<file path="src/rtl/rmw_pkg.sv">
package rmw_pkg;

  typedef enum logic [2:0] {
    OP_SHL  = 3'd0,
    OP_SHR  = 3'd1,
    OP_ROL  = 3'd2,
    OP_ROR  = 3'd3,
    OP_INC  = 3'd4,
    OP_DEC  = 3'd5,
    OP_TSET = 3'd6,
    OP_TCLR = 3'd7
  } rmw_op_e;

  typedef enum logic [2:0] {
    ST_IDLE  = 3'd0,
    ST_RD_LO = 3'd1,
    ST_RD_HI = 3'd2,
    ST_MOD   = 3'd3,
    ST_WR_HI = 3'd4,
    ST_WR_LO = 3'd5
  } rmw_state_e;

endpackage

</file>
<file path="src/rtl/rmw_alu.sv">
module rmw_alu
  import rmw_pkg::*;
#(
  parameter int BYTE_W = 8
) (
  input  rmw_op_e                 op,
  input  logic                    wide,
  input  logic [2*BYTE_W-1:0]     operand,
  input  logic [2*BYTE_W-1:0]     acc,
  input  logic                    cin,
  input  logic                    nin,
  output logic [2*BYTE_W-1:0]     result,
  output logic                    cout,
  output logic                    zout,
  output logic                    nout
);
  localparam int WORD_W = 2 * BYTE_W;

  logic [WORD_W-1:0] mask, topmask, opm, accm, res;
  logic              top_old;

  always_comb begin
    mask    = wide ? {WORD_W{1'b1}} : {{BYTE_W{1'b0}}, {BYTE_W{1'b1}}};
    topmask = wide ? (WORD_W'(1) << (WORD_W - 1)) : (WORD_W'(1) << (BYTE_W - 1));
    opm     = operand & mask;
    accm    = acc & mask;
    top_old = |(opm & topmask);
    res     = '0;
    cout    = cin;
    case (op)
      OP_SHL:  begin res = opm << 1; cout = top_old; end
      OP_SHR:  begin res = opm >> 1; cout = opm[0]; end
      OP_ROL:  begin res = (opm << 1) | WORD_W'(cin); cout = top_old; end
      OP_ROR:  begin res = (opm >> 1) | (cin ? topmask : '0); cout = opm[0]; end
      OP_INC:  res = opm + WORD_W'(1);
      OP_DEC:  res = opm - WORD_W'(1);
      OP_TSET: res = opm | accm;
      OP_TCLR: res = opm & ~accm;
      default: res = opm;
    endcase
    res = res & mask;
    if (op == OP_TSET || op == OP_TCLR) begin
      zout = ((opm & accm) == '0);
      nout = nin;
    end else begin
      zout = (res == '0);
      nout = |(res & topmask);
    end
    result = res;
  end

endmodule

</file>
<file path="src/rtl/rmw_seq.sv">
module rmw_seq
  import rmw_pkg::*;
#(
  parameter int ADDR_W = 16,
  parameter int BYTE_W = 8
) (
  input  logic                clk,
  input  logic                rst,
  input  logic                start,
  input  rmw_op_e             op_i,
  input  logic                wide_i,
  input  logic [ADDR_W-1:0]   base_i,
  input  logic [2*BYTE_W-1:0] acc_i,
  input  logic                cin_i,
  input  logic                nin_i,
  input  logic [2*BYTE_W-1:0] alu_res_i,
  input  logic                mem_ready,
  input  logic [BYTE_W-1:0]   mem_rdata,
  output logic                mem_req,
  output logic                mem_we,
  output logic [ADDR_W-1:0]   mem_addr,
  output logic [BYTE_W-1:0]   mem_wdata,
  output logic                busy,
  output logic                done,
  output logic [BYTE_W-1:0]   open_bus,
  output logic                mod_stb,
  output rmw_op_e             op_q,
  output logic                wide_q,
  output logic [2*BYTE_W-1:0] opnd_q,
  output logic [2*BYTE_W-1:0] acc_q,
  output logic                cin_q,
  output logic                nin_q
);
  localparam int WORD_W = 2 * BYTE_W;

  rmw_state_e          state_q;
  logic [ADDR_W-1:0]   addr_q;
  logic [ADDR_W-1:0]   addr_hi;
  logic [WORD_W-1:0]   res_q;
  logic [BYTE_W-1:0]   obus_q;
  logic                done_q;

  assign addr_hi = addr_q + ADDR_W'(1);

  always_comb begin
    mem_req   = (state_q == ST_RD_LO) || (state_q == ST_RD_HI) ||
                (state_q == ST_WR_HI) || (state_q == ST_WR_LO);
    mem_we    = (state_q == ST_WR_HI) || (state_q == ST_WR_LO);
    mem_addr  = ((state_q == ST_RD_HI) || (state_q == ST_WR_HI)) ? addr_hi : addr_q;
    mem_wdata = (state_q == ST_WR_HI) ? res_q[WORD_W-1:BYTE_W] : res_q[BYTE_W-1:0];
    busy      = (state_q != ST_IDLE);
    mod_stb   = (state_q == ST_MOD);
  end

  always_ff @(posedge clk) begin
    if (rst) begin
      state_q <= ST_IDLE;
      addr_q  <= '0;
      res_q   <= '0;
      obus_q  <= '0;
      done_q  <= 1'b0;
      op_q    <= OP_SHL;
      wide_q  <= 1'b0;
      opnd_q  <= '0;
      acc_q   <= '0;
      cin_q   <= 1'b0;
      nin_q   <= 1'b0;
    end else begin
      done_q <= 1'b0;
      case (state_q)
        ST_IDLE: if (start) begin
          op_q    <= op_i;
          wide_q  <= wide_i;
          addr_q  <= base_i;
          acc_q   <= acc_i;
          cin_q   <= cin_i;
          nin_q   <= nin_i;
          opnd_q  <= '0;
          state_q <= ST_RD_LO;
        end
        ST_RD_LO: if (mem_ready) begin
          opnd_q[BYTE_W-1:0] <= mem_rdata;
          obus_q             <= mem_rdata;
          state_q            <= wide_q ? ST_RD_HI : ST_MOD;
        end
        ST_RD_HI: if (mem_ready) begin
          opnd_q[WORD_W-1:BYTE_W] <= mem_rdata;
          obus_q                  <= mem_rdata;
          state_q                 <= ST_MOD;
        end
        ST_MOD: begin
          res_q   <= alu_res_i;
          state_q <= wide_q ? ST_WR_HI : ST_WR_LO;
        end
        ST_WR_HI: if (mem_ready) begin
          obus_q  <= mem_wdata;
          state_q <= ST_WR_LO;
        end
        ST_WR_LO: if (mem_ready) begin
          obus_q  <= mem_wdata;
          done_q  <= 1'b1;
          state_q <= ST_IDLE;
        end
        default: state_q <= ST_IDLE;
      endcase
    end
  end

  assign done     = done_q;
  assign open_bus = obus_q;

endmodule

</file>
<file path="src/rtl/rmw_unit.sv">
module rmw_unit
  import rmw_pkg::*;
#(
  parameter int ADDR_W = 16,
  parameter int BYTE_W = 8
) (
  input  logic                clk,
  input  logic                rst,
  input  logic                start,
  input  logic [2:0]          op,
  input  logic                wide,
  input  logic [ADDR_W-1:0]   base_addr,
  input  logic [2*BYTE_W-1:0] acc,
  input  logic                carry_in,
  input  logic                neg_in,
  output logic                mem_req,
  output logic                mem_we,
  output logic [ADDR_W-1:0]   mem_addr,
  output logic [BYTE_W-1:0]   mem_wdata,
  input  logic [BYTE_W-1:0]   mem_rdata,
  input  logic                mem_ready,
  output logic                busy,
  output logic                done,
  output logic                carry_out,
  output logic                zero_out,
  output logic                neg_out,
  output logic [BYTE_W-1:0]   open_bus
);
  localparam int WORD_W = 2 * BYTE_W;

  rmw_op_e           op_q;
  logic              wide_q, cin_q, nin_q, mod_stb;
  logic [WORD_W-1:0] opnd_q, acc_q, alu_res;
  logic              alu_c, alu_z, alu_n;
  logic              c_q, z_q, n_q;

  rmw_seq #(.ADDR_W(ADDR_W), .BYTE_W(BYTE_W)) u_seq (
    .clk       (clk),
    .rst       (rst),
    .start     (start),
    .op_i      (rmw_op_e'(op)),
    .wide_i    (wide),
    .base_i    (base_addr),
    .acc_i     (acc),
    .cin_i     (carry_in),
    .nin_i     (neg_in),
    .alu_res_i (alu_res),
    .mem_ready (mem_ready),
    .mem_rdata (mem_rdata),
    .mem_req   (mem_req),
    .mem_we    (mem_we),
    .mem_addr  (mem_addr),
    .mem_wdata (mem_wdata),
    .busy      (busy),
    .done      (done),
    .open_bus  (open_bus),
    .mod_stb   (mod_stb),
    .op_q      (op_q),
    .wide_q    (wide_q),
    .opnd_q    (opnd_q),
    .acc_q     (acc_q),
    .cin_q     (cin_q),
    .nin_q     (nin_q)
  );

  rmw_alu #(.BYTE_W(BYTE_W)) u_alu (
    .op      (op_q),
    .wide    (wide_q),
    .operand (opnd_q),
    .acc     (acc_q),
    .cin     (cin_q),
    .nin     (nin_q),
    .result  (alu_res),
    .cout    (alu_c),
    .zout    (alu_z),
    .nout    (alu_n)
  );

  always_ff @(posedge clk) begin
    if (rst) begin
      c_q <= 1'b0;
      z_q <= 1'b0;
      n_q <= 1'b0;
    end else if (mod_stb) begin
      c_q <= alu_c;
      z_q <= alu_z;
      n_q <= alu_n;
    end
  end

  assign carry_out = c_q;
  assign zero_out  = z_q;
  assign neg_out   = n_q;

endmodule

</file>
<file path="config.mk">
export PLATFORM = sky130hd
export DESIGN_NAME = rmw_unit
export DESIGN_NICKNAME = d
export VERILOG_FILES = /design/src/rtl/rmw_pkg.sv /design/src/rtl/rmw_alu.sv /design/src/rtl/rmw_seq.sv /design/src/rtl/rmw_unit.sv
export SDC_FILE = /design/constraint.sdc
export NUM_CORES = 1
export LEC_CHECK = 0
export BUFFER_PORTS_ARGS = -buffer_cell sky130_fd_sc_hd__buf_2
export CAP_MARGIN = 15
export CORE_UTILIZATION = 62
export CTS_CLUSTER_DIAMETER = 100
export DETAILED_ROUTE_END_ITERATION = 16
export GPL_TIMING_DRIVEN = 0
export PLACE_DENSITY = 0.88
export SLEW_MARGIN = 25
export SYNTH_ARGS = -nofsm -noshare
export SYNTH_HDL_FRONTEND = slang
export SYNTH_SLANG_ARGS = --single-unit
</file>
<file path="constraint.sdc">
create_clock -name clk -period 7.6 [get_ports clk]
set_clock_uncertainty 0.2 [all_clocks]
set_input_delay 0.38 -clock clk [delete_from_list [all_inputs] [get_ports clk]]
set_output_delay 0.38 -clock clk [all_outputs]
set_load 0.02 [all_outputs]
</file>
# [Yosys cells after proc, flatten, opt, wreduce, memory -nomap -nowiden]
# Index checks and enable logic that the tools add are counted.
[word_totals] in_bits=50 register_bits=85 ram_bits=0 mem_count=0 latch_bits=0 elab_cells=99 output_inout_bits=39 romBits=0
[op_classes] n_reduce_logical=26 shifts=0 n_addsub=3 n_lt_le_gt_ge=0 mux=24 n_mul=0 n_bitwise=12 div=0 eq_ne=19
[ops] op="$pmux 16 s8" count=1
[ops] op="$and 16x16->16" count=7
[ops] op="$mux 16" count=5
[ops] op="$pmux 8 s2" count=3
[ops] op="$add 16x1->16 const B" count=2
[ops] op="$logic_not 16->1" count=2
[ops] op="$reduce_or 16->1" count=2
[ops] op="$mux 8" count=3
[ops] op="$eq 3x3->1 const B" count=6
[ops] op="$pmux 3 s6" count=1
[ops] op="$not 16->16" count=1
[ops] op="$or 15x16->16" count=1
[ops] op="$or 16x1->16" count=1
[ops] op="$or 16x16->16" count=1
[ops] op="$sub 16x1->16 const B" count=1
[ops] op="$mux 3" count=5
[ops] op="$eq 3x2->1 const B" count=4
[ops] op="$ne 2x2->1 const B" count=5
[ops] op="$reduce_or 2->1" count=5
[ops] op="$reduce_and 3->1" count=3
[ops] op="$eq 3x1->1 const B" count=2
[ops] op="$logic_not 3->1" count=2
[ops] op="$logic_or 1x1->1" count=6
[ops] op="$reduce_bool 2->1" count=3
[ops] op="other kinds (7)" count=12

# [Logic depth before layout (Yosys ltp)]
# Gate-level depths: netlist (run 1).
[logic_depth] depth_word=9 depth_mapped=14 depth_no_buf=11

# [Modules after synthesis]
# From an unflattened synthesis (run 1), not the netlist that was laid out.
[hier_totals] hier_cells=749 area_unflattened_um2=5542.8
[modules_own_cells] mod="rmw_seq" area_per_inst_um2=3562.2 n_inst=1 cells_per_inst=445 seq_area_each_um2=1641.6
[modules_own_cells] mod="rmw_alu" area_per_inst_um2=1879.3 n_inst=1 cells_per_inst=295 seq_area_each_um2=0.0
[modules_own_cells] mod="rmw_unit" area_per_inst_um2=101.3 n_inst=1 cells_per_inst=9 seq_area_each_um2=60.1

# [Worst setup path after synthesis (run 1)]
# OpenSTA, ideal clock, no wires.
[synth_path] path_kind="flip-flop to flip-flop" startpoint="reg u_seq.wide_q" endpoint="reg z_q, in the netlist zero_out" path_slack_ns=4.216 n_path_buf=3 path_stages_with_launch=15 t_arrival_ns=3.124 t_required_ns=7.340 path_cell_list="dfxtp_1 buf_2 clkbuf_1 clkbuf_1 nand2_1 inv_1 ha_1 nand2_1 a211o_1 o2111ai_2 a2111oi_0 a211o_1 or4_1 nor4_1 a41o_1"
[synth_between] elab_chain_len=8
[synth_lines] element="start: declaration" line_no="rmw_seq.sv:28" source="output logic wide_q,"
[synth_lines] element="start signal: assignment" line_no="rmw_seq.sv:73" source="wide_q <= wide_i;"
[synth_lines] element="branches (longest 7 deep; another with $sub 16x1->16)"
[synth_lines] element="$mux 1 *" line_no="rmw_alu.sv:42" source="if (op == OP_TSET || op == OP_TCLR) begin"
[synth_lines] element="end signal: assignment" line_no="rmw_unit.sv:86" source="z_q <= alu_z;"
[synth_lines] element="end: declaration" line_no="rmw_unit.sv:35" source="logic c_q, z_q, n_q;"
# Mark *: on every way between the ends.
# A chain may end at the register's enable or synchronous reset.

# [Worst setup path after layout (run 1)]
# Ends and elaborated chain as after synthesis.

==> out/results.env, run 1 <==
OUTCOME='finished, final reports clean'
ANTENNA_FOUND_INITIAL=0
CORE.ROWCOUNT=33
SYNTH_CELLS=720
CELL_TAKING_THE_MOST_AREA_AFTER_SYNTHESIS='dfxtp_1'
SYNTHARSTFLOPSHARE_PCT=0
TIMING.FINAL.CRIT_PERIOD_NS=4.44
DIE_WIDTH_UM=94.9
GROUTE.USAGE.OVERALL_PCT=39.2
SYNTHESIZED_AREA_PER_CELL_UM2=7.43
POST-PLACE-CELLS=912
TIMING.CRITICAL_PATH.TO_TYPE='register'
SYNTHESIS.NETS=775
SYNTH_LARGEST_TYPE_AREA_FRACTION_PCT=31.8
DETAIL-ROUTE-ANTENNA-NETS=0
CLOCK_SINK_COUNT=85
HP-CLASS='in -> reg'
CRITICALPATHCATEGORY='reg -> reg'
FLOORPLAN.INITIALDENSITY_PCT=64.4
POWER_DENSITY_mW_PER_MM2=170
NETLIST_AREA_MM2=0.00535
GP_CONGESTION=1.04
FINALSETUPVIOLATIONS=0
YOSYS_REGISTER_BITS=85
DRT_ITER0_DRC=529
YOSYS_WARNINGS=0
COMMONEST_CELLS_POST_SYNTH='152 x nand2_1, 89 x a21oi_1, 85 x dfxtp_1'
MAXSLEWVIOLCOUNT=0
LAYOUT.FILLER_CELLS=678
DRC=0
MAX-SLEW-MARGIN-REL_PCT=30.0
SYNTH_FLOP_CELL='dfxtp_1'
FINALHOLDVIOLATIONS=0
MULTIINPUTGATEAREA_MM2=0.00334
GLOBALROUTE.TOTALOVERFLOW=0
SHARE_COMB_OF_TOTAL_POWER_PCT=21.0
FMAXACHIEVABLE_MHz=225
DESIGN.PORTCOUNT=89
WIRE_PER_INST_UM=18.4
NUMBER_OF_SYNTHESIZED_FLOPS_WITH_AN_ENABLE_PIN=0
GRT_START_MAX_NET_PINS=19
HOLDPATHEND='u_seq.addr_q[11]'
DRV_CAP=0
FIRST_PASS_ITERS=5
WORST_R2R_STARTPOINT='u_seq.wide_q'
DIEHEIGHT_UM=94.9
GRT_PASS1_VIAS=5405
DESIGN.DIE.AREA_MM2=0.00900
HTREE_LEVELS=3
AREA_OF_THE_PLACEABLE_CORE_MM2=0.00830
CLOCKROOTBUFFER='clkbuf_8'
DRIVE_ABOVE_1_SHARE_PCT=17.5
PEAKVDDDROP_uV=136
WORST_R2R_PATH_DEPTH=14
POWER.CLOCK.FRACTION_PCT=31.7
CP.ARRIVAL_NS=4.56
CTS_BUFFERS=9
WORST_PIN_SLEW_NS=1.02
SETUP.WORST_PATH.START_CLASS='register'
BUFFER_PORTS.INSERTED=87
COUNT_OF_CELLS_ALONG_THE_WORST_HOLD_PATH=3
GRT_PASS1_WL_MM=26.8
WORST_SKEW_PAIR.LATE_LATENCY_NS=0.37
WORST_SETUP_HOLD_PATH_CLK_SLEW_NS=0.11
CTS.PATH.MAX_BUFFERS=2
WORST_HOLD_STARTPOINT='base_addr[11]'
SETUP_REPAIR_AFTER_GLOBAL_ROUTING_MISSED_ITS_MARGIN='false'
SHARE_SEQ_OF_TOTAL_POWER_PCT=47.4
DESIGN_POWER_TOTAL_W=0.00104
POWER.LEAKAGE_nW=2.49
SYN_TO_FINAL_GROWTH_PCT=14.3
NUMBER_OF_NETS_IN_THE_FINISHED_DESIGN=873
WORST-PATH-MAX-FANOUT=10
P_SW_W=0.000361
CP.REQUIRED_NS=7.72
INSTANCES_NO_FILL=928
REG2REG_TO='zero_out'
SYNTH_AREA_LEADERS='dfxtp_1 32%, nand2_1 11%, a21oi_1 8.3%'
CTS_TREE='done'
YS_SEQ_AREA_SHARE_PCT=31.8
POSTCTS_RESIZE_CNT=0
SWSHARE_PCT=34.9
R2R_SLACK_NS=3.16
INTERNAL-POWER_W=0.000675
SUM_OF_NEGATIVE_SETUP_SLACK_NS=0
POSTCTSHOLDBUFS=0
POSTCTSSETUPREPAIRBUFS=0
TOTALWIRELENGTH_MM=17.1
LAYOUT_WORST_PATH_CYCLE_SHARE_PCT=58.5
DR_TOTAL_VIAS=5785
INSERTEDDIODECOUNT=0
SYNTH_MOST_COMMON_CELL='nand2_1'
POST_DRT_VIA_CELL_RATIO=6.23
POST-DP-HPWL_MM=13.1
YOSYS.CELL_TYPES.COUNT=68
REGAREA_MM2=0.00170
layout by cell type (no fill, tap or decap), drive strengths merged, types with 6 or more instances in the layout:
cell type / instances
nor2: 38
inv: 13
and3: 6
and2: 6
mux2i: 30
nand3: 32
nor2b: 12
dfxtp: 85
xnor2: 22
nor3: 10
a21oi: 89
a211oi: 11
clkbuf: 53
o22ai: 10
mux2: 15
nand4: 8
nand2: 152
o21ai: 24
buf: 106
xor2: 11
metal layers:
layer	global-route usage [%]	wire, um
met1	50.4	6890
met2	63.8	7790
met3	6.68	1670
met4	18.2	751
met5	0	0
how the worst max path moves through the flow:
stage,startpoint,to
floorplan,u_seq.wide_q,zero_out
global placement,u_seq.wide_q,zero_out
detailed placement,u_seq.wide_q,zero_out
CTS,u_seq.wide_q,zero_out
global route,u_seq.wide_q,zero_out
finish,u_seq.wide_q,zero_out
cell families after synthesis:
group | Yosys count | synth area share, %
AO/OA/AOI/OAI | 181 | 20.9
XOR/XNOR | 33 | 5.41
adder cells (fa/ha/maj) | 5 | 1.17
buffers and inverters | 73 | 5.69
flip-flops | 85 | 31.8
multiplexers | 45 | 8.78
AND/OR/NAND/NOR | 298 | 26.3
power by group through the flow:
stage	combinational (W)	clock (W)	sequential, W
finish	0.000217	0.000328	0.000491
global route	0.000237	0.000345	0.000494
CTS	0.000213	0.000326	0.000490
detailed placement	0.000212	0	0.000500
global placement	0.000207	0	0.000499
floorplan	0.000141	0	0.000497
sequential cells by signal, indices dropped and copies added, names as in the netlist:
register and cells:
u_seq.done 1, neg_out 1, u_seq.open_bus 8, u_seq.addr_q 16, u_seq.opnd_q 16, u_seq.wide_q 1
u_seq.op_q 3, u_seq.nin_q 1, zero_out 1, u_seq.cin_q 1, carry_out 1, u_seq.res_q 16
u_seq.state_q 3, u_seq.acc_q 16
stage by stage:
stage	hold WS (ns)	worst slack, ns	utilization, %	instance area (um^2)
3_5_place_dp	0.247	3.40	71.2	5910
3_3_place_gp	0.243	3.38	71.2	5910
2_1_floorplan	0.233	4.22	-	5350
5_1_grt	0.0307	3.00	73.6	6110
4_1_cts	0.0356	3.35	73.6	6110
6_report	0.0315	3.16	73.6	6110
final cells by class:
type	count	share of cell area, %
Timing Repair Buffer	87	7.12
Multi-Input combinational cell	562	54.7
Sequential cell	85	27.8
Clock inverter	7	1.23
Tap cell	105	2.15
Buffer	63	4.36
Clock buffer	9	2.03
Inverter	10	0.614
worst max-delay path, cell delays in order, from the launching register on:
cell and delay [ns]:
dfxtp_1 0.46, buf_2 0.24, clkbuf_1 0.38, clkbuf_1 0.57, nand2_1 0.22, inv_1 0.10, ha_1 0.20, nand2_1 0.07
a211o_1 0.31, o2111ai_2 0.14, a2111oi_0 0.15, a211o_1 0.27, or4_1 0.52, nor4_1 0.35, a41o_1 0.21
Note: power is estimated with default switching activity, not from simulation.
==> run 2: changes to the inputs <==
- CORE_UTILIZATION: 62 -> 57
- PLACE_DENSITY: 0.88 -> 0.82
- clock period: 7.6 -> 4.5 ns (I/O delays scaled with it)
==> run 2 against run 1 <==
Clock power grew 87%. Sequential power grew 69%. Setup slack lost 2.8 ns. Critical path depth is the same. Cell count grew 5.3%. Final area grew 7.9%. Via count grew 6.2%. Die area grew 8.6%. Fmax grew 6.7%.
==> out/results.env, run 2 (synthesized netlist as in run 1, its figures left out) <==
SHARE_SEQ_OF_TOTAL_POWER_PCT=44.8  # -2.6 points
DRT_MET1_WL_MM=7.67  # +11%
DESIGN.PORTCOUNT=89  # unchanged
MAXSLEWVIOLCOUNT=0  # unchanged
SETUP.WORST_PATH.START_CLASS='register'
WORST_SETUP_HOLD_PATH_CLK_SLEW_NS=0.10  # about the same
FINALHOLDVIOLATIONS=0  # unchanged
FIRST_PASS_ITERS=6  # +1
CTS.PATH.MAX_BUFFERS=2  # unchanged
NUMBER_OF_NETS_IN_THE_FINISHED_DESIGN=919  # +5.3%
WIRE_PER_INST_UM=19.6  # +6.2%
DRC=0  # unchanged
SETUP_REPAIR_AFTER_GLOBAL_ROUTING_MISSED_ITS_MARGIN='false'
GRT_PASS1_VIAS=5896  # +9.1%
FLOORPLAN.INITIALDENSITY_PCT=60.1  # -4.3 points
CRITPATHLAUNCH='u_seq.wide_q'
SYN_TO_FINAL_GROWTH_PCT=23.4
OUTCOME='finished, final reports clean'
CP.REQUIRED_NS=4.61  # -3.11 ns
CTS_BUFFERS=9  # unchanged
GLOBALROUTE.TOTALOVERFLOW=0  # unchanged
LAYOUT.CELLS.MOST_COMMON='nand2_1'
POST-DP-HPWL_MM=13.3  # +1.4%
AREA_OF_THE_PLACEABLE_CORE_MM2=0.00889  # +7.1%
TIMING.CRITICAL_PATH.TO_TYPE='register'
WORST-PATH-MAX-FANOUT=10  # unchanged
DESIGN.DIE.AREA_MM2=0.00977  # +8.6%
DIE_WIDTH_UM=98.9  # +4.2%
DESIGN_POWER_TOTAL_W=0.00185  # +79%
POWER.CLOCK.FRACTION_PCT=33.1  # +1.4 points
TIMING.FINAL.CRIT_PERIOD_NS=4.16  # -0.280 ns
WORST_HOLD_STARTPOINT='mem_ready'
COUNT_OF_CELLS_ALONG_THE_WORST_HOLD_PATH=4  # +1
WL_MET3_MM=1.86  # +11%
FINALSETUPVIOLATIONS=0  # unchanged
CORE.ROWCOUNT=34  # +3.0%
HOLD_WS_NS=0.0681  # +0.0365 ns
FINAL_CELL_MIX='152 x nand2_1, 99 x buf_2, 89 x a21oi_1, 85 x dfxtp_1, 46 x dlygate4sd3_1'
PEAKVDDDROP_uV=199  # +47%
FINAL_DESIGN_AREA_NO_FILL_MM2=0.00660  # +7.9%
POST_DRT_VIA_CELL_RATIO=6.29  # +0.88%
DR_TOTAL_VIAS=6144  # +6.2%
POWER.LEAKAGE_nW=2.69  # +8.1%
TOP_SIGNAL_LAYER_USED='met4'
CTS_TREE='done'
CP.ARRIVAL_NS=4.27  # -0.29 ns
POWER_DENSITY_mW_PER_MM2=281  # +66%
CLOCKROOTBUFFER='clkbuf_8'
ANTENNA_FOUND_INITIAL=0  # unchanged
POST-PLACE-CELLS=915  # +0.33%
GROUTE.USAGE.OVERALL_PCT=40.2  # +1.0 points
CLOCK_SINK_COUNT=85  # unchanged
DRT_ITER0_DRC=748  # +41%
WORST_R2R_STARTPOINT='u_seq.wide_q'
HOLDPATHEND='u_seq.state_q[0]'
SWSHARE_PCT=31.9  # -2.9 points
WORST_SKEW_PAIR.LATE_LATENCY_NS=0.36  # about the same
LAYOUT_WORST_PATH_CYCLE_SHARE_PCT=92.5  # +34 points
INSTANCES_NO_FILL=977  # +5.3%
TOTALWIRELENGTH_MM=19.1  # +12%
WORST_R2R_PATH_DEPTH=14  # unchanged
GRT_PASS1_WL_MM=30.7  # +14%
R2R_SLACK_NS=0.34  # -2.82 ns
DRIVE_ABOVE_1_SHARE_PCT=16.5  # -1.0 points
PLACEDINSTANCEAREA_MM2=0.00592  # about the same
REG2REG_TO='zero_out'
HP-CLASS='in -> reg'
INTERNAL-POWER_W=0.00126  # +87%
DETAIL-ROUTE-ANTENNA-NETS=0  # unchanged
HTREE_LEVELS=3  # unchanged
MAX-SLEW-MARGIN-REL_PCT=40.9  # +11 points
INSERTEDDIODECOUNT=0  # unchanged
GP_CONGESTION=0.965  # -7.4%
DIEHEIGHT_UM=98.9  # +4.2%
P_SW_W=0.000592  # +64%
BUFFER_PORTS.INSERTED=87  # unchanged
SUM_OF_NEGATIVE_SETUP_SLACK_NS=0  # unchanged
GRT_START_MAX_NET_PINS=15  # -4
CRITICALPATHCATEGORY='reg -> reg'
SHARE_COMB_OF_TOTAL_POWER_PCT=22.1  # +1.1 points
WORST_PIN_SLEW_NS=0.879  # -0.144 ns
DRV_CAP=0  # unchanged
FMAXACHIEVABLE_MHz=240  # +6.7%
WL_MET2_MM=8.99  # +15%
-- run 2: cell types whose count changed in the layout (fill, tap and decap cells not counted) --
| cell | change |
|---|---|
| a2111oi_0 | -1 |
| inv_6 | -1 |
| a2111oi_1 | +1 |
| dlygate4sd3_1 | +46 |
| inv_8 | -3 |
| clkinv_4 | +1 |
| clkinv_8 | -1 |
| bufinv_16 | +2 |
| clkbuf_1 | +1 |
| clkbuf_2 | +1 |
-- run 2: worst max path at each step --
stage                to
6_report       zero_out
5_1_grt        zero_out
4_1_cts        zero_out
3_5_place_dp   zero_out
3_3_place_gp   zero_out
2_1_floorplan  zero_out
-- run 2: cell type report --
cell class              count  area (um^2)
clock buffers              11          131
flip-flops and latches     85         1700
fillers                   668         2290
repair buffers            133          896
well taps                 108          135
clock inverters             5         85.1
multi-input cells         562         3340
inverters                  10         37.5
plain buffers              63          268
-- run 2: timing repair --
item                       in CTS  in global routing
hold endpoints to repair       51                  0
buffers inserted                0                  0
setup endpoints to repair       0                  1
hold buffers                   46                  0
resized for setup               0                  2
-- run 2: worst max-delay path, stage by stage (launching register included) --
cell       delay (ns)
dfxtp_1          0.42
buf_2            0.24
clkbuf_1         0.38
clkbuf_2         0.37
nand2_1          0.15
inv_1            0.11
ha_1             0.21
nand2_1          0.07
a211o_1          0.30
o2111ai_2        0.13
a2111oi_0        0.16
a211o_1          0.28
or4_1            0.55
nor4_1           0.33
a41o_1           0.20
-- run 2: through the flow --
step / worst slack (ns) / utilization (%)
after floorplan: 1.12 / -
after global placement: 0.265 / 66.5
after detailed placement: 0.209 / 66.5
after CTS: 0.197 / 74.2
after global routing: 0.132 / 74.2
final: 0.338 / 74.2
-- run 2: power by group through the flow --
stage	sequential (W)	combinational [W]	clock, W
global route	0.000835	0.000443	0.000641
global placement	0.000843	0.000353	0
detailed placement	0.000845	0.000359	0
floorplan	0.000839	0.000239	0
CTS	0.000828	0.000392	0.000616
finish	0.000831	0.000410	0.000613
-- run 2: per-layer routing --
metal | vias up | track usage, %
met5 | - | 0
met4 | 0 | 15.6
met3 | 61 | 7.59
met2 | 393 | 66.6
met1 | 2863 | 51.8
li1 | 2827 | -
